==> config.mk <==
export PLATFORM = sky130hd
export DESIGN_NAME = irq_bank_ctrl
export DESIGN_NICKNAME = d
export VERILOG_FILES = /design/src/rtl/irq_bank_pkg.sv /design/src/rtl/irq_enable_reg.sv /design/src/rtl/irq_pend_view.sv /design/src/rtl/irq_read_mux.sv /design/src/rtl/irq_bank_ctrl.sv
export SDC_FILE = /design/constraint.sdc
export NUM_CORES = 1
export LEC_CHECK = 0
export BUFFER_PORTS_ARGS = -buffer_cell sky130_fd_sc_hd__clkbuf_2
export CORE_MARGIN = 3
export CORE_UTILIZATION = 56
export DETAILED_ROUTE_END_ITERATION = 10
export GPL_TIMING_DRIVEN = 0
export PLACE_DENSITY = 0.85
export SLEW_MARGIN = 5
export SYNTH_ARGS = -nofsm -noshare
export SYNTH_HDL_FRONTEND = slang
export SYNTH_SLANG_ARGS = --single-unit
==> constraint.sdc <==
create_clock -name clk -period 2.8 [get_ports clk]
set_clock_uncertainty 0.2 [all_clocks]
set_input_delay 0.42 -clock clk [delete_from_list [all_inputs] [get_ports clk]]
set_output_delay 0.42 -clock clk [all_outputs]
set_load 0.03 [all_outputs]
==> src/rtl/irq_bank_pkg.sv <==
package irq_bank_pkg;
  // Register offsets (bytes)
  localparam int OFF_SUM      = 'h00;
  localparam int OFF_PEND1    = 'h04;
  localparam int OFF_PEND2    = 'h08;
  localparam int OFF_FASTCTL  = 'h0C;
  localparam int OFF_SET1     = 'h10;
  localparam int OFF_SET2     = 'h14;
  localparam int OFF_SETB     = 'h18;
  localparam int OFF_CLR1     = 'h1C;
  localparam int OFF_CLR2     = 'h20;
  localparam int OFF_CLRB     = 'h24;

  // Bank lines mirrored into the summary word, in summary bit order
  localparam int SC1_N = 5;
  localparam int SC2_N = 6;
  localparam int SC1_LINE [SC1_N] = '{7, 9, 10, 18, 19};
  localparam int SC2_LINE [SC2_N] = '{21, 22, 23, 24, 25, 30};
endpackage

==> src/rtl/irq_enable_reg.sv <==
module irq_enable_reg #(
  parameter int W = 32
) (
  input  logic         clk,
  input  logic         rst,
  input  logic [W-1:0] set_mask,
  input  logic [W-1:0] clr_mask,
  output logic [W-1:0] en
);
  always_ff @(posedge clk) begin
    if (rst) en <= '0;
    else     en <= (en | set_mask) & ~clr_mask;
  end
endmodule

==> src/rtl/irq_pend_view.sv <==
module irq_pend_view
  import irq_bank_pkg::*;
#(
  parameter int BASIC_W = 8,
  parameter int BANK_W  = 32,
  localparam int SUM_W  = BASIC_W + 2 + SC1_N + SC2_N
) (
  input  logic [BASIC_W-1:0] src_b,
  input  logic [BANK_W-1:0]  src_1,
  input  logic [BANK_W-1:0]  src_2,
  input  logic [BASIC_W-1:0] en_b,
  input  logic [BANK_W-1:0]  en_1,
  input  logic [BANK_W-1:0]  en_2,
  output logic [SUM_W-1:0]   summary,
  output logic [BANK_W-1:0]  view_1,
  output logic [BANK_W-1:0]  view_2,
  output logic               any_pend
);
  localparam int SC1_BASE = BASIC_W + 2;
  localparam int SC2_BASE = SC1_BASE + SC1_N;

  logic [BASIC_W-1:0] pb;
  logic [BANK_W-1:0]  p1, p2, mirror1, mirror2;
  logic [SC1_N-1:0]   sc1;
  logic [SC2_N-1:0]   sc2;

  assign pb = src_b & en_b;
  assign p1 = src_1 & en_1;
  assign p2 = src_2 & en_2;

  always_comb begin
    mirror1 = '0;
    mirror2 = '0;
    for (int k = 0; k < SC1_N; k++) mirror1[SC1_LINE[k]] = 1'b1;
    for (int k = 0; k < SC2_N; k++) mirror2[SC2_LINE[k]] = 1'b1;
  end

  generate
    for (genvar k = 0; k < SC1_N; k++) begin : g_sc1
      assign sc1[k] = p1[SC1_LINE[k]];
    end
    for (genvar k = 0; k < SC2_N; k++) begin : g_sc2
      assign sc2[k] = p2[SC2_LINE[k]];
    end
  endgenerate

  assign view_1 = p1 & ~mirror1;
  assign view_2 = p2 & ~mirror2;

  always_comb begin
    summary = '0;
    summary[BASIC_W-1:0]            = pb;
    summary[BASIC_W]                = |view_1;
    summary[BASIC_W+1]              = |view_2;
    summary[SC2_BASE-1:SC1_BASE]    = sc1;
    summary[SUM_W-1:SC2_BASE]       = sc2;
  end

  assign any_pend = (|pb) | (|p1) | (|p2);
endmodule

==> src/rtl/irq_read_mux.sv <==
module irq_read_mux
  import irq_bank_pkg::*;
#(
  parameter int ADDR_W  = 6,
  parameter int DATA_W  = 32,
  parameter int BASIC_W = 8,
  parameter int BANK_W  = 32,
  localparam int SUM_W  = BASIC_W + 2 + SC1_N + SC2_N
) (
  input  logic               clk,
  input  logic               rst,
  input  logic               rd_en,
  input  logic [ADDR_W-1:0]  addr,
  input  logic [SUM_W-1:0]   summary,
  input  logic [BANK_W-1:0]  view_1,
  input  logic [BANK_W-1:0]  view_2,
  input  logic [BASIC_W-1:0] en_b,
  input  logic [BANK_W-1:0]  en_1,
  input  logic [BANK_W-1:0]  en_2,
  output logic [DATA_W-1:0]  rdata
);
  logic [DATA_W-1:0] sel;

  always_comb begin
    case (addr)
      ADDR_W'(OFF_SUM):                    sel = DATA_W'(summary);
      ADDR_W'(OFF_PEND1):                  sel = DATA_W'(view_1);
      ADDR_W'(OFF_PEND2):                  sel = DATA_W'(view_2);
      ADDR_W'(OFF_SET1), ADDR_W'(OFF_CLR1): sel = DATA_W'(en_1);
      ADDR_W'(OFF_SET2), ADDR_W'(OFF_CLR2): sel = DATA_W'(en_2);
      ADDR_W'(OFF_SETB), ADDR_W'(OFF_CLRB): sel = DATA_W'(en_b);
      default:                             sel = '0;
    endcase
  end

  always_ff @(posedge clk) begin
    if (rst)        rdata <= '0;
    else if (rd_en) rdata <= sel;
  end
endmodule

==> src/rtl/irq_bank_ctrl.sv <==
module irq_bank_ctrl
  import irq_bank_pkg::*;
#(
  parameter int ADDR_W  = 6,
  parameter int DATA_W  = 32,
  parameter int BASIC_W = 8,
  parameter int BANK_W  = 32
) (
  input  logic               clk,
  input  logic               rst,
  input  logic [BASIC_W-1:0] src_basic,
  input  logic [BANK_W-1:0]  src_bank1,
  input  logic [BANK_W-1:0]  src_bank2,
  input  logic [ADDR_W-1:0]  addr,
  input  logic               wr_en,
  input  logic [DATA_W-1:0]  wdata,
  input  logic               rd_en,
  output logic [DATA_W-1:0]  rdata,
  output logic               irq_out
);
  localparam int SUM_W = BASIC_W + 2 + SC1_N + SC2_N;

  logic [BASIC_W-1:0] en_b, set_b, clr_b;
  logic [BANK_W-1:0]  en_1, set_1, clr_1;
  logic [BANK_W-1:0]  en_2, set_2, clr_2;
  logic [SUM_W-1:0]   summary;
  logic [BANK_W-1:0]  view_1, view_2;
  logic               any_pend;

  always_comb begin
    set_b = '0; clr_b = '0;
    set_1 = '0; clr_1 = '0;
    set_2 = '0; clr_2 = '0;
    if (wr_en) begin
      case (addr)
        ADDR_W'(OFF_SETB): set_b = wdata[BASIC_W-1:0];
        ADDR_W'(OFF_CLRB): clr_b = wdata[BASIC_W-1:0];
        ADDR_W'(OFF_SET1): set_1 = wdata[BANK_W-1:0];
        ADDR_W'(OFF_CLR1): clr_1 = wdata[BANK_W-1:0];
        ADDR_W'(OFF_SET2): set_2 = wdata[BANK_W-1:0];
        ADDR_W'(OFF_CLR2): clr_2 = wdata[BANK_W-1:0];
        default: ;
      endcase
    end
  end

  irq_enable_reg #(.W(BASIC_W)) u_en_b (
    .clk(clk), .rst(rst), .set_mask(set_b), .clr_mask(clr_b), .en(en_b));
  irq_enable_reg #(.W(BANK_W)) u_en_1 (
    .clk(clk), .rst(rst), .set_mask(set_1), .clr_mask(clr_1), .en(en_1));
  irq_enable_reg #(.W(BANK_W)) u_en_2 (
    .clk(clk), .rst(rst), .set_mask(set_2), .clr_mask(clr_2), .en(en_2));

  irq_pend_view #(.BASIC_W(BASIC_W), .BANK_W(BANK_W)) u_view (
    .src_b(src_basic), .src_1(src_bank1), .src_2(src_bank2),
    .en_b(en_b), .en_1(en_1), .en_2(en_2),
    .summary(summary), .view_1(view_1), .view_2(view_2),
    .any_pend(any_pend));

  irq_read_mux #(.ADDR_W(ADDR_W), .DATA_W(DATA_W), .BASIC_W(BASIC_W),
                 .BANK_W(BANK_W)) u_rd (
    .clk(clk), .rst(rst), .rd_en(rd_en), .addr(addr),
    .summary(summary), .view_1(view_1), .view_2(view_2),
    .en_b(en_b), .en_1(en_1), .en_2(en_2), .rdata(rdata));

  always_ff @(posedge clk) begin
    if (rst) irq_out <= 1'b0;
    else     irq_out <= any_pend;
  end
endmodule

==> reports/summary.txt <==
Worst-Skew Late Latency: 0.39 ns
Wire per inst: 24.78 um
Critical path endpoint category: flip-flop
Final setup fails: 0
RSZ-0062 raised after global routing: no
Via count: 6,063
CTS Hold Bufs: 0
Total track usage: 0.3958
Kind of critical path: in2reg
Vias in the first global route: 5,433
Worst-path maximum fanout: 10
Std-Cell Rows: 34
Drt pass-1 iters: 6
Placed insts: 838
Post_cts resized: 0
First-pass GRT wire length: 30,860 um
Antenna violation net count after detailed routing: 0
Final net count: 855
Total gr overflow: 0
Util after Layout: 0.7036
Area of the mapped netlist: 0.005216 mm^2
Place WS: 0.08147 ns
Worst Tran Pin Value: 0.8485 ns
Rel. slew slack: 0.4328
Fin crit share: 0.8789
Tot Pwr: 2.784 mW
Synth Warn #: 0
Antenna violations before repair: 0
Crit path required time: 2.85 ns
Num ports: 147
Most common cell after layout, fill and taps aside: clkbuf_2
Pleak: 2.633 nW
Outcome: finished, final reports clean
Root Driver: clkbuf_8
Most frequent cells in the layout: clkbuf_2, dfxtp_1, a21o_1, a31oi_1, a311oi_1
Peak supply drop: 0.3211 mV
Multi-input logic area: 0.002816 mm^2
Layout cells sized above 1: 0.2641
Die Ht: 102.5 um
Fin. max-slew vios: 0
DRT Wirelength: 21,170 um
TritonCTS Buffers: 9
Drt first-iter violations: 713
# DRC: 0
Synth cell types: 48
Largest net degree at the start of global routing: 19
Area growth from synthesis to layout: 19.93%
CP startpoint kind: input port
Width of the die: 102.5 um
Fin. Hold Viols: 0
Pwr dens: 445.0 mW/mm^2
PnR worst setup slack: 0.3392 ns
Async S/R FF share, synth: 0
Register area: 0.002102 mm^2
Post-synth EDFFs: 0
Clock sink count: 105
Critical Path AT: 2.51 ns
Final GP Congestion: 0.9820
Setup Buffers After CTS: 0
Syn_area_per_cell: 8.901 um^2
Worst hold path class: in2reg
Total die area: 0.01051 mm^2
#FFs+latches synth: 105
CTS max path bufs: 2
Fmax: 0.4064 GHz
H-Tree Depth: 3
Total negative slack: 0 ns
Initial cell density of the core: 0.5867
Avg Vias per Cell: 7.100
Detailed placement HPWL: 16,390 um
Final Non-Filler Cells: 854
Sequential area share after synthesis: 0.4030
Clk pin slew, worst setup/hold paths: 0.11 ns
CTS tree: yes
Port Buf Inserts: 144
Main synth FF type: dfxtp_1
Syn nets: 700
Antenna diodes: 0
CORE AREA: 0.008891 mm^2
Min cycle time layout: 2.461 ns
Post-Syn Instances: 586
# Max-Cap Violations: 0
Fillers: 786
-- cells by family (layout without fill, tap and decap cells) --
| family | after synthesis | after routing | share of synthesized area |
|---|---|---|---|
| xor+xnor | 1 | 1 | 0.001679 |
| buf+inv | 68 | 228 | 0.05829 |
| simple gates | 107 | 107 | 0.1111 |
| compound gates | 305 | 305 | 0.4260 |
| flops | 105 | 105 | 0.4030 |
-- where the power goes --
part	leakage (nW)	internal [mW]	switching, mW	total (mW)
Combinational	1.69	0.119	0.230	0.348
Clock	0.0904	0.341	0.580	0.921
Sequential	0.847	1.50	0.00968	1.51
-- area by class of cell --
class | count | area share
multi-input cells | 413 | 0.4502
flip-flops and latches | 105 | 0.3360
repair buffers | 144 | 0.1152
plain buffers | 61 | 0.04440
well taps | 108 | 0.02160
clock buffers | 11 | 0.02100
clock inverters | 5 | 0.007400
inverters | 7 | 0.004200
-- registers in the layout (all words and copies together), names as in the netlist --
signal / flops
irq_out: 1
u_en_b.en: 8
u_rd.rdata: 32
u_en_2.en: 32
u_en_1.en: 32
-- metal layers --
metal	track usage	wire [um]
met1	0.5577	8170
met2	0.5854	9068
met3	0.08457	2954
met4	0.1695	973
met5	0	0
-- Yosys cell counts (2+ instances only) --
cell type	n	area, um^2
a221oi_1	22	192.7
o22ai_1	4	25.02
nand4_1	6	37.54
nor4b_1	2	17.52
or4b_4	2	27.53
clkbuf_1	37	138.9
nand2b_1	2	12.51
o21ai_1	12	60.06
nor3_1	7	35.03
nor3_2	2	20.02
nand2_1	40	150.1
dfxtp_1	105	2102
buf_2	18	90.09
a211oi_1	24	180.2
buf_4	5	37.54
and3_1	6	37.54
a32oi_1	7	61.31
a22o_1	4	35.03
a222oi_1	3	30.03
nor2_1	20	75.07
a21o_1	51	382.9
a21oi_1	24	120.1
a31oi_1	49	306.5
a22oi_1	31	232.7
and2_1	8	50.05
inv_1	7	26.28
nor2_2	2	12.51
a311oi_1	48	420.4
o21ai_0	19	95.09
-- final timing paths --
kind | slack, ns | start | cells after the start | end
hold reg to reg | 0.25 | u_rd.rdata[15]$_SDFFE_PP0P_ | 2 | u_rd.rdata[15]$_SDFFE_PP0P_
setup / recovery | 0.34 | addr[3] | 5 | u_en_2.en[23]$_SDFF_PP0_
setup reg to reg | 1.06 | u_en_2.en[0]$_SDFF_PP0_ | 5 | u_rd.rdata[9]$_SDFFE_PP0P_
hold / removal | 0.08 | wdata[20] | 2 | u_en_2.en[20]$_SDFF_PP0_
-- critical path: stages --
cell and delay, ns:
clkbuf_2 0.15, or4_4 0.61, nor2_1 0.62, clkbuf_1 0.51, a311oi_1 0.19
-- metrics by stage --
| step | hold slack (ns) | cell area, um^2 |
|---|---|---|
| after floorplan | 0.2825 | 5216 |
| after global placement | 0.2364 | 6072 |
| after detailed placement | 0.2424 | 6072 |
| after CTS | 0.06590 | 6250 |
| after global routing | 0.07912 | 6256 |
| final | 0.07803 | 6256 |
Note: power is estimated with default switching activity, not from simulation.
